**src/rtl/xbd_pkg.sv**
```systemverilog
package xbd_pkg;

  typedef enum logic [1:0] {
    SEL_NONE = 2'd0,
    SEL_RD   = 2'd1,
    SEL_PS   = 2'd2,
    SEL_WR   = 2'd3
  } xbd_sel_e;

  localparam logic [1:0] MODE_WIDE   = 2'b00;
  localparam logic [1:0] MODE_MID    = 2'b01;
  localparam logic [1:0] MODE_NARROW = 2'b10;
  localparam logic [1:0] MODE_SPLIT  = 2'b11;

  localparam logic [1:0] KIND_FETCH = 2'b00;
  localparam logic [1:0] KIND_WRITE = 2'b10;

  function automatic logic f_is_write(input logic [1:0] kind);
    return kind == KIND_WRITE;
  endfunction

  function automatic logic f_is_data(input logic [1:0] kind);
    return kind != KIND_FETCH;
  endfunction

  // read strobe choice: split mode steers by the top address bit
  function automatic xbd_sel_e f_read_sel(input logic [1:0] mode, input logic top_bit);
    xbd_sel_e s;
    case (mode)
      MODE_NARROW: s = SEL_PS;
      MODE_SPLIT:  s = top_bit ? SEL_PS : SEL_RD;
      default:     s = SEL_RD;
    endcase
    return s;
  endfunction

endpackage

```
**src/rtl/xbd_region_decode.sv**
```systemverilog
module xbd_region_decode
  import xbd_pkg::*;
#(
  parameter int          ADDR_W        = 24,
  parameter int          ONCHIP_AW     = 14,
  parameter logic [7:0]  ONCHIP_REGION = 8'hFF,
  parameter logic [7:0]  SLOW_REGION   = 8'h01
) (
  input  logic [ADDR_W-1:0]    addr,
  input  logic [1:0]           kind,
  input  logic [1:0]           cfg_mode,
  input  logic                 cfg_nowait,
  input  logic                 cfg_remap_n,
  output logic                 is_onchip,
  output logic                 is_slow,
  output xbd_sel_e             sel,
  output logic [ONCHIP_AW-1:0] int_addr
);
  localparam int REG_LO     = ADDR_W - 8;
  localparam int OFS_W      = REG_LO;
  localparam int REMAP_LOG2 = ONCHIP_AW - 1;

  logic [7:0]       region;
  logic [OFS_W-1:0] offset;
  logic             direct_hit;
  logic             window_hit;
  logic             redirect;

  assign region = addr[ADDR_W-1:REG_LO];
  assign offset = addr[REG_LO-1:0];

  // on-chip code occupies the low part of its region
  assign direct_hit = (region == ONCHIP_REGION) &&
                      (offset[OFS_W-1:ONCHIP_AW] == '0);
  // remap window: top slice of region 00 with the same size as half the store
  assign window_hit = (region == 8'h00) && (&offset[OFS_W-1:REMAP_LOG2]);
  assign redirect   = window_hit && f_is_data(kind) && !cfg_remap_n;

  assign is_onchip = direct_hit || redirect;
  assign is_slow   = !is_onchip && (region == SLOW_REGION) && !cfg_nowait;

  always_comb begin
    if (redirect) int_addr = {1'b1, offset[REMAP_LOG2-1:0]};
    else          int_addr = offset[ONCHIP_AW-1:0];
  end

  always_comb begin
    if (is_onchip)            sel = SEL_NONE;
    else if (f_is_write(kind)) sel = SEL_WR;
    else                      sel = f_read_sel(cfg_mode, addr[ADDR_W-1]);
  end

endmodule

```
**src/rtl/xbd_access_seq.sv**
```systemverilog
module xbd_access_seq
  import xbd_pkg::*;
#(
  parameter int WAIT_CYC  = 1,
  parameter int ONCHIP_AW = 14
) (
  input  logic                 clk,
  input  logic                 rst_n,
  input  logic                 start,
  input  xbd_sel_e             sel_in,
  input  logic                 slow_in,
  input  logic                 onchip_in,
  input  logic [ONCHIP_AW-1:0] int_addr_in,
  input  logic [1:0]           hi_bits_in,
  output logic                 active,
  output logic                 accept,
  output logic                 ready,
  output xbd_sel_e             sel_q,
  output logic                 onchip_q,
  output logic [ONCHIP_AW-1:0] int_addr_q,
  output logic [1:0]           hi_bits_q
);
  localparam int CNT_W = (WAIT_CYC < 1) ? 1 : $clog2(WAIT_CYC + 1);

  logic [CNT_W-1:0] wait_left;

  assign ready  = active && (wait_left == '0);
  assign accept = start && (!active || ready);

  always_ff @(posedge clk or negedge rst_n) begin
    if (!rst_n) begin
      active     <= 1'b0;
      sel_q      <= SEL_NONE;
      onchip_q   <= 1'b0;
      wait_left  <= '0;
      int_addr_q <= '0;
      hi_bits_q  <= '0;
    end else if (accept) begin
      active     <= 1'b1;
      sel_q      <= sel_in;
      onchip_q   <= onchip_in;
      wait_left  <= slow_in ? CNT_W'(WAIT_CYC) : '0;
      int_addr_q <= int_addr_in;
      if (sel_in != SEL_NONE) hi_bits_q <= hi_bits_in;
    end else if (ready) begin
      active   <= 1'b0;
      sel_q    <= SEL_NONE;
      onchip_q <= 1'b0;
    end else if (active) begin
      wait_left <= wait_left - 1'b1;
    end
  end

endmodule

```
**src/rtl/xbd_pin_mux.sv**
```systemverilog
module xbd_pin_mux
  import xbd_pkg::*;
(
  input  logic       active,
  input  xbd_sel_e   sel_q,
  input  logic [1:0] cfg_mode,
  input  logic [1:0] hi_bits_q,
  input  logic       gpio_hi,
  input  logic       gpio_lo,
  output logic       rd_n,
  output logic       wr_n,
  output logic       prog_rd_n,
  output logic       pin_hi,
  output logic       pin_lo
);
  assign rd_n      = !(active && sel_q == SEL_RD);
  assign wr_n      = !(active && sel_q == SEL_WR);
  assign prog_rd_n = !(active && sel_q == SEL_PS);

  assign pin_hi = (cfg_mode == MODE_WIDE) ? hi_bits_q[1] : gpio_hi;

  always_comb begin
    case (cfg_mode)
      MODE_WIDE, MODE_MID: pin_lo = hi_bits_q[0];
      MODE_NARROW:         pin_lo = gpio_lo;
      default:             pin_lo = rd_n;
    endcase
  end

endmodule

```
**src/rtl/xbus_strobe_dec.sv**
```systemverilog
module xbus_strobe_dec
  import xbd_pkg::*;
#(
  parameter int         ADDR_W        = 24,
  parameter int         ONCHIP_AW     = 14,
  parameter int         WAIT_CYC      = 1,
  parameter logic [7:0] ONCHIP_REGION = 8'hFF,
  parameter logic [7:0] SLOW_REGION   = 8'h01
) (
  input  logic                 clk,
  input  logic                 rst_n,
  input  logic                 cyc_start,
  input  logic [1:0]           cyc_kind,
  input  logic [ADDR_W-1:0]    cyc_addr,
  input  logic [1:0]           cfg_mode,
  input  logic                 cfg_nowait,
  input  logic                 cfg_remap_n,
  input  logic                 gpio_hi,
  input  logic                 gpio_lo,
  output logic                 rd_n,
  output logic                 wr_n,
  output logic                 prog_rd_n,
  output logic                 pin_hi,
  output logic                 pin_lo,
  output logic                 onchip_hit,
  output logic [ONCHIP_AW-1:0] onchip_addr,
  output logic                 ready
);
  localparam int REG_LO = ADDR_W - 8;

  // named internal events, also observed by the bound checker
  logic                 dec_onchip;
  logic                 dec_slow;
  xbd_sel_e             dec_sel;
  logic [ONCHIP_AW-1:0] dec_int_addr;
  logic                 acc_active;
  logic                 acc_accept;
  logic                 acc_ready;
  xbd_sel_e             acc_sel;
  logic                 acc_onchip;
  logic [1:0]           acc_hi_bits;

  xbd_region_decode #(
    .ADDR_W(ADDR_W), .ONCHIP_AW(ONCHIP_AW),
    .ONCHIP_REGION(ONCHIP_REGION), .SLOW_REGION(SLOW_REGION)
  ) decode_i (
    .addr(cyc_addr), .kind(cyc_kind), .cfg_mode(cfg_mode),
    .cfg_nowait(cfg_nowait), .cfg_remap_n(cfg_remap_n),
    .is_onchip(dec_onchip), .is_slow(dec_slow), .sel(dec_sel),
    .int_addr(dec_int_addr)
  );

  xbd_access_seq #(.WAIT_CYC(WAIT_CYC), .ONCHIP_AW(ONCHIP_AW)) seq_i (
    .clk(clk), .rst_n(rst_n), .start(cyc_start),
    .sel_in(dec_sel), .slow_in(dec_slow), .onchip_in(dec_onchip),
    .int_addr_in(dec_int_addr), .hi_bits_in(cyc_addr[REG_LO+1:REG_LO]),
    .active(acc_active), .accept(acc_accept), .ready(acc_ready),
    .sel_q(acc_sel), .onchip_q(acc_onchip), .int_addr_q(onchip_addr),
    .hi_bits_q(acc_hi_bits)
  );

  xbd_pin_mux pins_i (
    .active(acc_active), .sel_q(acc_sel), .cfg_mode(cfg_mode),
    .hi_bits_q(acc_hi_bits), .gpio_hi(gpio_hi), .gpio_lo(gpio_lo),
    .rd_n(rd_n), .wr_n(wr_n), .prog_rd_n(prog_rd_n),
    .pin_hi(pin_hi), .pin_lo(pin_lo)
  );

  assign onchip_hit = acc_active && acc_onchip;
  assign ready      = acc_ready;

endmodule

```
**config.mk**
```make
export PLATFORM = sky130hd
export DESIGN_NAME = xbus_strobe_dec
export DESIGN_NICKNAME = d
export VERILOG_FILES = /design/src/rtl/xbd_pkg.sv /design/src/rtl/xbd_region_decode.sv /design/src/rtl/xbd_access_seq.sv /design/src/rtl/xbd_pin_mux.sv /design/src/rtl/xbus_strobe_dec.sv
export SDC_FILE = /design/constraint.sdc
export NUM_CORES = 1
export LEC_CHECK = 0
export ABC_AREA = 1
export BUFFER_PORTS_ARGS = -buffer_cell sky130_fd_sc_hd__buf_2
export CORE_MARGIN = 4
export CORE_UTILIZATION = 39
export CTS_BUF_LIST = sky130_fd_sc_hd__clkbuf_4 sky130_fd_sc_hd__clkbuf_8 sky130_fd_sc_hd__clkbuf_16
export CTS_CLUSTER_DIAMETER = 30
export CTS_CLUSTER_SIZE = 30
export DETAILED_ROUTE_END_ITERATION = 16
export PLACE_DENSITY = 0.81
export SETUP_SLACK_MARGIN = 0.05
export SLEW_MARGIN = 30
export SYNTH_ARGS = -nofsm -noshare
export SYNTH_HDL_FRONTEND = slang
export SYNTH_SLANG_ARGS = --single-unit
```
**constraint.sdc**
```tcl
create_clock -name clk -period 1 [get_ports clk]
set_input_delay 0.15 -clock clk [delete_from_list [all_inputs] [get_ports clk]]
set_output_delay 0.15 -clock clk [all_outputs]
set_load 0.02 [all_outputs]
```
==> run_summary.xml <==
<?xml version="1.0" encoding="UTF-8"?>
<metrics>
  <group name="timing">
    <metric name="drv_slew" unit="">0</metric>
    <metric name="worst_clock_skew" unit="ns">0.005115</metric>
    <metric name="layout_setup_ws" unit="ns">-0.3809</metric>
    <metric name="slew_headroom" unit="%">69.59</metric>
    <metric name="rsz0062_at_grt" unit="">true</metric>
    <metric name="max_freq" unit="MHz">724.1</metric>
    <metric name="final-hold-violation-count" unit="">0</metric>
    <metric name="worstMarginPinSlew" unit="ns">0.4562</metric>
    <metric name="fin_crit_sh" unit="%">138.1</metric>
    <metric name="period_minus_slack" unit="ns">1.381</metric>
    <metric name="finalSetupTns" unit="ns">-6.819</metric>
    <metric name="finalSetupViolations" unit="">33</metric>
  </group>
  <group name="setup_path">
    <metric name="critical_path_peak_fanout" unit="">2</metric>
    <metric name="crit_path_top_delay_cell" unit="">dfrtp_1</metric>
    <metric name="worstSetupEndpointType" unit="">output pin</metric>
    <metric name="cp.arrival" unit="ns">1.23</metric>
    <metric name="timing.critical_path.required" unit="ns">0.85</metric>
    <metric name="depth_of_the_worst_register_to_register_path" unit="">9</metric>
    <metric name="worstPathCellList" unit="">nor3_2, inv_2, nor2_2, o21ai_2, buf_6</metric>
    <metric name="critical_path.startpoint" unit="">seq_i.sel_q[1]</metric>
    <metric name="setup.worst_path.class" unit="">flop to output pin</metric>
    <metric name="crit-reg2reg-launch" unit="">seq_i.active</metric>
    <metric name="cpPeakStageDelay" unit="ns">0.42</metric>
    <metric name="startpoint_class_of_the_critical_path" unit="">flop</metric>
  </group>
  <group name="floorplanning">
    <metric name="die-height" unit="µm">59.73</metric>
    <metric name="boundaryPins" unit="">56</metric>
    <metric name="rows" unit="">18</metric>
    <metric name="initial_utilization" unit="%">41.37</metric>
    <metric name="die_area" unit="mm²">0.003567</metric>
    <metric name="die_w" unit="µm">59.73</metric>
    <metric name="placeableCoreArea" unit="mm²">0.002522</metric>
  </group>
  <group name="grt">
    <metric name="grt-ovfl-total" unit="">0</metric>
    <metric name="overall_global_routing_resource_usage" unit="%">16.42</metric>
    <metric name="grt_first_pass_wirelength" unit="µm">4567</metric>
    <metric name="number_of_global_route_vias_before_repair" unit="">1137</metric>
    <metric name="largest_net_degree_at_the_start_of_global_routing" unit="">22</metric>
    <metric name="grt_antenna_before_repair" unit="">0</metric>
  </group>
  <group name="synth">
    <metric name="syn_area_per_cell" unit="µm²">7.349</metric>
    <metric name="synth_ff_type" unit="">dfrtp_1</metric>
    <metric name="syn-num-nets" unit="">177</metric>
    <metric name="ys_async_sr_fraction" unit="%">100.0</metric>
    <metric name="synth.yosys.seq_area_share" unit="%">50.36</metric>
    <metric name="synth_cell_types" unit="">15</metric>
    <metric name="synth-warning-count" unit="">0</metric>
    <metric name="synth_edf_count" unit="">0</metric>
    <metric name="mapped_cells" unit="">142</metric>
    <metric name="number_of_register_bits_inferred_by_synthesis" unit="">21</metric>
    <metric name="syn-cell-area" unit="mm²">0.001044</metric>
  </group>
  <group name="hold_path">
    <metric name="hp-class" unit="">input pin to flop</metric>
    <metric name="hold-path-cell-count" unit="">3</metric>
    <metric name="worst_min_path_start" unit="">cyc_addr[7]</metric>
  </group>
  <group name="pwr">
    <metric name="power_report.internal_total" unit="mW">1.426</metric>
    <metric name="p_switching" unit="mW">0.6410</metric>
    <metric name="cellPowerDensity" unit="mW/mm²">1058</metric>
    <metric name="pwr-share-comb" unit="%">33.8</metric>
    <metric name="ir_drop" unit="µV">1242</metric>
    <metric name="power_switching_share" unit="%">31.02</metric>
    <metric name="total_leakage_power" unit="nW">1.069</metric>
    <metric name="pwr-share-clk" unit="%">19.3</metric>
    <metric name="pwr-share-seq" unit="%">46.9</metric>
  </group>
  <group name="drt">
    <metric name="avgRoutedWirePerCell" unit="µm">13.31</metric>
    <metric name="post-route-drc-count" unit="">0</metric>
    <metric name="first_iteration_detailed_routing_drc_count" unit="">32</metric>
    <metric name="via_per_inst" unit="">4.720</metric>
    <metric name="antenna_violating_nets_post_route" unit="">0</metric>
    <metric name="detail_route.first_pass.iterations" unit="">4</metric>
    <metric name="count_of_vias_placed_by_the_detailed_router" unit="">1213</metric>
    <metric name="aggregate_routed_wire_length" unit="µm">3421</metric>
  </group>
  <group name="place">
    <metric name="placed_cell_area" unit="mm²">0.001448</metric>
    <metric name="place_hpwl" unit="µm">2060</metric>
    <metric name="post-place-cells" unit="">237</metric>
    <metric name="port_buffers" unit="">55</metric>
    <metric name="place.gp.congestion" unit="">0.7603</metric>
  </group>
  <group name="clock_network">
    <metric name="total_clock_buffers_created_by_cts" unit="">3</metric>
    <metric name="clk_latency_worst_skew_pair" unit="ns">0.29</metric>
    <metric name="tritoncts" unit="">built</metric>
    <metric name="cts.clk_slew.worst_paths" unit="ns">0.12</metric>
    <metric name="ctsLongestPathBuffers" unit="">2</metric>
    <metric name="cts-htree-levels" unit="">1</metric>
    <metric name="cts-root-buf" unit="">clkbuf_4</metric>
    <metric name="cts.sinks" unit="">21</metric>
  </group>
  <group name="job">
    <metric name="max-cap-violations" unit="">0</metric>
  </group>
  <group name="finish">
    <metric name="antennaDiodeCount" unit="">0</metric>
    <metric name="layout.cells.most_common" unit="">nand2_1</metric>
    <metric name="most_frequent_cells_in_the_layout" unit="">49 x nand2_1, 35 x buf_2, 30 x buf_6, 21 x nand2_2, 20 x dfrtp_1</metric>
    <metric name="flow.area_growth_from_synthesis" unit="%">87.17</metric>
    <metric name="layout.filler_cells" unit="">161</metric>
    <metric name="post_route_cells_drive_above_1_share" unit="%">55.95</metric>
    <metric name="layout.core_utilization" unit="%">77.43</metric>
    <metric name="finish.instance_area" unit="mm²">0.001953</metric>
    <metric name="stdcell_count" unit="">257</metric>
    <metric name="final_net_count" unit="">263</metric>
  </group>
  <group name="run_status">
    <metric name="violations_in_the_final_reports" unit="">setup timing</metric>
    <metric name="result_of_the_run" unit="">finished, violations left</metric>
  </group>
</metrics>
-- final timing paths --
check / end / slack, ns
max: pin_lo / -0.38
min: seq_i.int_addr_q[7] / 0.05
max reg2reg: seq_i.int_addr_q[4] / -0.33
min reg2reg: seq_i.int_addr_q[0] / 0.52
max in group asynchronous: seq_i.wait_left / 0.35
min in group asynchronous: seq_i.hi_bits_q[0] / 0.31
-- per-stage QoR --
| step | hold slack [ns] | power (mW) | setup slack, ns |
|---|---|---|---|
| 6_report | 0.05222 | 2.067 | -0.3809 |
| 5_1_grt | 0.05231 | 2.169 | -0.4528 |
| 4_1_cts | 0.04357 | 1.963 | -0.3886 |
| 3_5_place_dp | 0.1233 | 1.422 | -0.08858 |
| 3_3_place_gp | 0.1232 | 1.413 | -0.09102 |
| 2_1_floorplan | -0.1456 | 1.199 | -0.09016 |
-- critical path: cells and delay by family, from the launching register on --
family,cells,cell delay [ns]
compound gates,1,0.06
buf+inv,2,0.18
simple gates,2,0.28
flops,1,0.42
-- cell families after synthesis --
kind of cell	count (synthesis)	share of synthesized area (%)
AO/OA/AOI/OAI	6	3.117
buffers and inverters	17	8.154
flip-flops	21	50.36
AND/OR/NAND/NOR	98	38.37
-- power groups by stage --
stage | clock, mW | sequential (mW) | combinational, mW
6_report | 0.399 | 0.969 | 0.698
3_3_place_gp | 0 | 0.968 | 0.445
3_5_place_dp | 0 | 0.968 | 0.454
2_1_floorplan | 0 | 1.03 | 0.166
4_1_cts | 0.403 | 0.964 | 0.597
5_1_grt | 0.440 | 0.975 | 0.754
-- per-layer routing --
metal  up-vias  GRT usage, %  wire length (µm)
li1        613             -                 -
met1       564         19.12              1255
met2        32         30.71              1998
met3         4         3.240               125
met4         0         3.481                40
met5         -             0                 0
-- synth_stat cells (2+ instances only) --
library cell | n | area (µm²)
nand2_1 | 72 | 270.3
dfrtp_1 | 21 | 525.5
nor3_1 | 2 | 10.01
o21ai_0 | 4 | 20.02
nand4_1 | 4 | 25.02
nor2_1 | 10 | 37.54
buf_6 | 2 | 22.52
inv_1 | 13 | 48.80
nand3_1 | 8 | 40.04
-- final cells by class --
type	instances	area, µm²	share of cell area, %
clock buffers	3	22.52	1.153
clock inverters	1	5.005	0.2562
inverters	14	65.06	3.331
multi-input cells	104	565.5	28.96
flip-flops and latches	21	526.8	26.97
well taps	30	37.54	1.922
repair buffers	84	730.7	37.41
-- what timing repair did --
action                                 4_1_cts  5_1_grt
pin swaps                                    6       12
buffers inserted                            10        8
hold buffers                                 1        0
resized for setup                           46       55
setup endpoints to repair                   41       42
cloned                                       1        1
endpoints found under the hold margin       21        0
-- state kept, by name, summed over array words and instances (netlist names) --
| name | flops |
|---|---|
| seq_i.sel_q | 2 |
| seq_i.hi_bits_q | 2 |
| seq_i.active | 1 |
| seq_i.wait_left | 1 |
| seq_i.onchip_q | 1 |
| seq_i.int_addr_q | 14 |
(Power assumes the default switching activity.)
